[config.mk]
export PLATFORM = sky130hd
export DESIGN_NAME = chunk_order_unit
export DESIGN_NICKNAME = d
export VERILOG_FILES = /design/src/rtl/cou_pkg.sv /design/src/rtl/cou_rr_arbiter.sv /design/src/rtl/cou_closure.sv /design/src/rtl/chunk_order_unit.sv
export SDC_FILE = /design/constraint.sdc
export NUM_CORES = 1
export LEC_CHECK = 0
export BUFFER_PORTS_ARGS = -buffer_cell sky130_fd_sc_hd__buf_4
export CORE_MARGIN = 1.5
export CORE_UTILIZATION = 40
export DETAILED_ROUTE_END_ITERATION = 6
export PLACE_DENSITY = 0.58
export SLEW_MARGIN = 20
export SYNTH_ARGS = -nofsm -noshare
export SYNTH_HDL_FRONTEND = slang
export SYNTH_HIERARCHICAL = 1
export SYNTH_SLANG_ARGS = --single-unit
[constraint.sdc]
create_clock -name clk_i -period 10.85 [get_ports clk_i]
set_clock_uncertainty 0.05 [all_clocks]
set_input_delay 2.7125 -clock clk_i [delete_from_list [all_inputs] [get_ports clk_i]]
set_output_delay 2.7125 -clock clk_i [all_outputs]
set_load 0.01 [all_outputs]
[src/rtl/cou_pkg.sv]
`timescale 1ns/1ps
package cou_pkg;
  typedef enum logic [1:0] {
    POL_SQUASH = 2'b00,
    POL_STALL  = 2'b01,
    POL_ORDER  = 2'b10,
    POL_SPARE  = 2'b11
  } policy_e;
endpackage

[src/rtl/cou_rr_arbiter.sv]
`timescale 1ns/1ps
module cou_rr_arbiter #(
  parameter int N  = 4,
  parameter int TW = 2
) (
  input  logic [N-1:0]  req_i,
  input  logic [TW-1:0] ptr_i,
  output logic [N-1:0]  gnt_o,
  output logic [TW-1:0] id_o,
  output logic          any_o
);
  always_comb begin
    gnt_o = '0;
    id_o  = '0;
    any_o = 1'b0;
    for (int k = 0; k < N; k++) begin
      if (!any_o && req_i[(int'(ptr_i) + k) % N]) begin
        any_o = 1'b1;
        gnt_o[(int'(ptr_i) + k) % N] = 1'b1;
        id_o  = TW'((int'(ptr_i) + k) % N);
      end
    end
  end
endmodule

[src/rtl/cou_closure.sv]
`timescale 1ns/1ps
module cou_closure #(
  parameter int N = 4
) (
  input  logic [N-1:0][N-1:0] adj_i,
  output logic [N-1:0][N-1:0] reach_o
);
  // Transitive closure: after N passes every path of length up to N is folded in.
  always_comb begin
    reach_o = adj_i;
    for (int it = 0; it < N; it++)
      for (int a = 0; a < N; a++)
        for (int b = 0; b < N; b++)
          if (reach_o[a][b]) reach_o[a] = reach_o[a] | reach_o[b];
  end
endmodule

[src/rtl/chunk_order_unit.sv]
`timescale 1ns/1ps
module chunk_order_unit
  import cou_pkg::*;
#(
  parameter int N  = 4,
  parameter int TW = (N > 1) ? $clog2(N) : 1
) (
  input  logic            clk_i,
  input  logic            rst_i,
  input  logic [1:0]      policy_i,
  input  logic [N-1:0]    acc_valid_i,
  input  logic [N*TW-1:0] acc_writer_i,
  input  logic [N-1:0]    cmt_req_i,
  output logic [N-1:0]    grant_o,
  output logic [N-1:0]    squash_o,
  output logic [N-1:0]    stall_o
);
  policy_e pol;
  assign pol = policy_e'(policy_i);

  logic [N-1:0][N-1:0] dep_q, dep_c, dep_a, dep_n, reach_c, reach_a;
  logic [N-1:0]        stall_q, stl_a, stl_n, sq_dir, sq_all, elig, arb_gnt;
  logic [TW-1:0]       ptr_q, arb_id, wr;
  logic [N-1:0]        row_w, bit_w;
  logic                arb_any;

  // Eligible: requesting, not stalled, no outstanding producer.
  always_comb begin
    for (int i = 0; i < N; i++)
      elig[i] = cmt_req_i[i] && !stall_q[i] && (dep_q[i] == '0);
  end

  cou_rr_arbiter #(.N(N), .TW(TW)) u_arb (
    .req_i (elig),
    .ptr_i (ptr_q),
    .gnt_o (arb_gnt),
    .id_o  (arb_id),
    .any_o (arb_any)
  );

  // The committing chunk releases every thread that waited on it.
  always_comb begin
    dep_c = dep_q;
    if (arb_any)
      for (int a = 0; a < N; a++) dep_c[a][arb_id] = 1'b0;
  end

  cou_closure #(.N(N)) u_clo (
    .adj_i   (dep_c),
    .reach_o (reach_c)
  );

  // Accesses taken in ascending thread order; closure kept current per edge.
  always_comb begin
    dep_a   = dep_c;
    reach_a = reach_c;
    stl_a   = stall_q;
    sq_dir  = '0;
    wr      = '0;
    row_w   = '0;
    bit_w   = '0;
    for (int i = 0; i < N; i++) begin
      wr = acc_writer_i[i*TW +: TW];
      if (acc_valid_i[i] && !stall_q[i] && (int'(wr) < N) && (wr != TW'(i)) &&
          !(arb_any && (arb_id == TW'(i) || arb_id == wr))) begin
        if (pol == POL_SQUASH || pol == POL_SPARE) begin
          sq_dir[i] = 1'b1;
        end else if (reach_a[wr][i]) begin
          sq_dir[i] = 1'b1;
        end else begin
          dep_a[i][wr] = 1'b1;
          row_w = reach_a[wr];
          bit_w = '0;
          bit_w[wr] = 1'b1;
          for (int a = 0; a < N; a++)
            if (a == i || reach_a[a][i]) reach_a[a] = reach_a[a] | row_w | bit_w;
          if (pol == POL_STALL) stl_a[i] = 1'b1;
        end
      end
    end
  end

  // Squash spreads to every transitive dependent; their rows and columns go.
  always_comb begin
    for (int a = 0; a < N; a++) begin
      sq_all[a] = sq_dir[a];
      for (int s = 0; s < N; s++)
        if (sq_dir[s] && reach_a[a][s]) sq_all[a] = 1'b1;
    end
    for (int a = 0; a < N; a++) begin
      dep_n[a] = sq_all[a] ? '0 : (dep_a[a] & ~sq_all);
      stl_n[a] = stl_a[a] && !sq_all[a] && (dep_n[a] != '0);
    end
  end

  always_ff @(posedge clk_i) begin
    if (rst_i) begin
      dep_q    <= '0;
      stall_q  <= '0;
      ptr_q    <= '0;
      grant_o  <= '0;
      squash_o <= '0;
      stall_o  <= '0;
    end else begin
      dep_q    <= dep_n;
      stall_q  <= stl_n;
      if (arb_any) ptr_q <= TW'((int'(arb_id) + 1) % N);
      grant_o  <= arb_gnt;
      squash_o <= sq_all;
      stall_o  <= stl_n;
    end
  end

  // ---------------- assertions ----------------
  a_r7_one_grant: assert property (@(posedge clk_i) disable iff (rst_i)
    $onehot0(grant_o));

  a_r6_grant_not_squashed: assert property (@(posedge clk_i) disable iff (rst_i)
    (grant_o & squash_o) == '0);

  a_r3_stalled_not_granted: assert property (@(posedge clk_i) disable iff (rst_i)
    (grant_o & stall_o) == '0);

  for (genvar i = 0; i < N; i++) begin : g_thr
    a_r4_grant_needs_empty_row: assert property (@(posedge clk_i) disable iff (rst_i)
      grant_o[i] |-> ($past(dep_q[i]) == '0));

    a_r3_release_on_commit: assert property (@(posedge clk_i) disable iff (rst_i)
      $fell(stall_o[i]) |-> (grant_o != '0 || squash_o[i]));

    a_r5_no_self_dep: assert property (@(posedge clk_i) disable iff (rst_i)
      !dep_q[i][i]);

    for (genvar j = 0; j < N; j++) begin : g_pair
      if (i != j) begin : g_ne
        a_r5_no_two_loop: assert property (@(posedge clk_i) disable iff (rst_i)
          !(dep_q[i][j] && dep_q[j][i]));

        a_r6_dependent_squashed: assert property (@(posedge clk_i) disable iff (rst_i)
          (squash_o[j] && $past(dep_q[i][j])) |-> squash_o[i]);
      end
    end
  end
endmodule

==> results.txt <==
Die area: 10780 um2
R2R Path Start: stall_o[2]$_SDFF_PP0_
Estimated wirelength of the detail-placed design: 11470 um
Pwr/cell area: 203.3 nW/um2
Via density: 6.829
Final wirelength: 14770 um
Most used DFF post-synth: dfxtp_1
Hold Buf Count CTS: 0
Iteration-0 DRC count of the detailed router: 496
Routed Antenna Nets: 0
Outcome: completed
Layout cell share with drive strength beyond 1: 0.2318
Avg Inst Size Synth: 8.135 um2
Chip height: 103.8 um
Setup crit start: cmt_req_i[2]
Asr flop ratio synth: 0
Slowest cell on the critical path: or4b_2
Total global routing track utilization: 0.2668
Post-Synthesis Cells: 500
Final nets: 551
H-tree depth: 2
Fin crit share: 0.9585
Worst Path Required: 11.00 ns
Count of different cell masters after synthesis: 101
Peak per-stage delay on the critical path: 0.57 ns
CTS Buf Count: 5
Number of max-cap violations: 0
Commonest non-fill, non-tap cells in the layout: buf_4 (44), nand2_1 (36), inv_1 (31)
Fmax: 0.09615 GHz
Worst Setup Path Type: in -> reg
Post-DR wirelength/cell: 22.55 um
Row count: 36
Initial antenna violation count: 0
CTS Root Cell: clkbuf_8
CP Max Fanout: 10
Slew @ Worst Pin: 0.7850 ns
Port buffer count: 31
Slew headroom: 0.4756
Lkg Pwr: 0.001728 uW
Startpoint Class: input pin
Diodes inserted: 0
Leading cell type in the layout, fill and taps excluded: buf_4
Initial Util: 0.4142
Clock Sinks: 30
Core box area: 9819 um2
Synth Cell Area: 4068 um2
Fin crit period: 10.40 ns
EDFF count, synth: 0
Critical path data arrival time: 10.55 ns
CTS tree: yes
Via count: 4473
Number of fill cells: 995
DR pass1 iterations: 7
CP endpoint kind: register
Max Transition Viols Final: 0
Worst Setup EP: stall_o[1]$_SDFF_PP0_
PnR Total Power: 912.1 uW
RR Endpoint: stall_o[1]$_SDFF_PP0_
Most common cell on crit path: nand2_1
GP Congestion: 0.9669
Number of synthesis warnings: 6
Dpl cells: 647
Clock buffer depth: 2
DRC viols: 0
Top Ports: 32
Clock slew at reported path FFs: 0.07 ns
Post-synthesis sequential area ratio: 0.1476
Total grt overflow: 0
Global-route wire length before repair: 23100 um
#FFs+latches synth: 30
Vias in the first global route: 4157
RSZ-0062 raised after global routing: no
Setup TNS: 0 ns
Syn nets: 530
Finished Layout Cells: 655
Hold crit path type: reg -> reg
Fin. Hold Viols: 0
# setup viols final: 0
VDD IR-drop max: 0.0001391 V
Clk_lat worst skew: 0.29 ns
R2r worst-path depth: 24
Chip Width: 103.8 um
R2r setup slk: 2.50 ns
Area grow syn2layout: 10.30%
Largest net degree at the start of global routing: 21
==> layout make-up <==
type | instances | area, um2 | area share
flip-flops and latches | 30 | 600.6 | 0.1339
clock buffers | 6 | 82.58 | 0.01840
clock inverters | 2 | 12.51 | 0.002789
inverters | 31 | 116.4 | 0.02593
multi-input cells | 409 | 3178 | 0.7083
well taps | 133 | 166.4 | 0.03709
repair buffers | 44 | 330.3 | 0.07362
==> stage by stage <==
stage                     setup WS, ns  utilization  hold WS, ns  cell area [um2]
after global routing          0.002802       0.4569       0.4842             4487
after global placement          0.2113       0.4464       0.4095             4383
after CTS                       0.4239       0.4560       0.4406             4478
after floorplan                  1.416            -       0.3888             4068
after detailed placement        0.1426       0.4464       0.4308             4383
final                           0.4497       0.4569       0.4421             4487
==> kinds of logic after synthesis <==
| family | count (synthesis) | synth area share |
|---|---|---|
| simple gates | 166 | 0.2347 |
| mux | 13 | 0.05321 |
| xor+xnor | 8 | 0.01723 |
| buf+inv | 61 | 0.07321 |
| flops | 30 | 0.1476 |
| fa+ha+maj | 10 | 0.03076 |
| compound gates | 212 | 0.4433 |
==> worst min-delay path by stage <==
stage                             start                   to  cells after the start  slack [ns]
floorplan           dep_q[5]$_SDFF_PP0_  dep_q[5]$_SDFF_PP0_                      2        0.39
CTS                 dep_q[5]$_SDFF_PP0_  dep_q[5]$_SDFF_PP0_                      2        0.44
global placement    dep_q[5]$_SDFF_PP0_  dep_q[5]$_SDFF_PP0_                      2        0.41
finish              dep_q[5]$_SDFF_PP0_  dep_q[5]$_SDFF_PP0_                      2        0.44
detailed placement  dep_q[5]$_SDFF_PP0_  dep_q[5]$_SDFF_PP0_                      2        0.43
global route        dep_q[5]$_SDFF_PP0_  dep_q[5]$_SDFF_PP0_                      2        0.48
==> where the power goes <==
group / total (uW) / internal, uW / switching, uW
Combinational: 669 / 236 / 433
Clock: 96.9 / 50.9 / 46.0
Sequential: 146 / 128 / 18.4
==> registers in the layout, summed over array words and instances, names as in the netlist <==
register,cells
ptr_q,2
grant_o,4
stall_o,4
dep_q,16
squash_o,4
==> worst max-delay path: cells and delay by family <==
family | cells | cell delay, ns
AO/OA/AOI/OAI | 12 | 3.69
adder cells (fa/ha/maj) | 1 | 0.18
buffers and inverters | 2 | 0.21
multiplexers | 2 | 0.96
AND/OR/NAND/NOR | 8 | 2.77
==> Yosys cell counts, types with 5 or more instances <==
cell,number,area share
a211oi_1,6,0.011
a21o_1,14,0.026
a21oi_1,23,0.028
a22oi_1,11,0.020
a31o_2,7,0.015
a31oi_1,20,0.031
and2_1,15,0.023
buf_6,7,0.019
clkbuf_1,13,0.012
dfxtp_1,30,0.15
ha_1,10,0.031
inv_1,31,0.029
nand2_1,36,0.033
nand2b_1,8,0.012
nand3_1,14,0.017
nor2_1,23,0.021
nor2b_1,8,0.012
nor3_1,22,0.027
nor3b_1,7,0.013
o211ai_1,11,0.020
o21ai_0,16,0.020
o21ai_1,7,0.0086
o31a_1,5,0.011
o31ai_1,6,0.011
xnor2_1,6,0.013
==> repair_timing <==
action | in CTS | in global routing
gates resized for setup | 0 | 2
endpoints found under the hold margin | 0 | 0
setup endpoints to repair | 0 | 8
buffers inserted | 0 | 0
==> metal layers <==
layer	wire length (um)	part of all wire	vias to the layer above	GRT usage
met2	6326	0.43	288	0.3992
li1	-	-	2012	-
met1	6579	0.45	2132	0.3854
met4	462	0.031	0	0.09921
met5	0	0	-	0
met3	1402	0.095	41	0.03839
(Power assumes the default switching activity.)
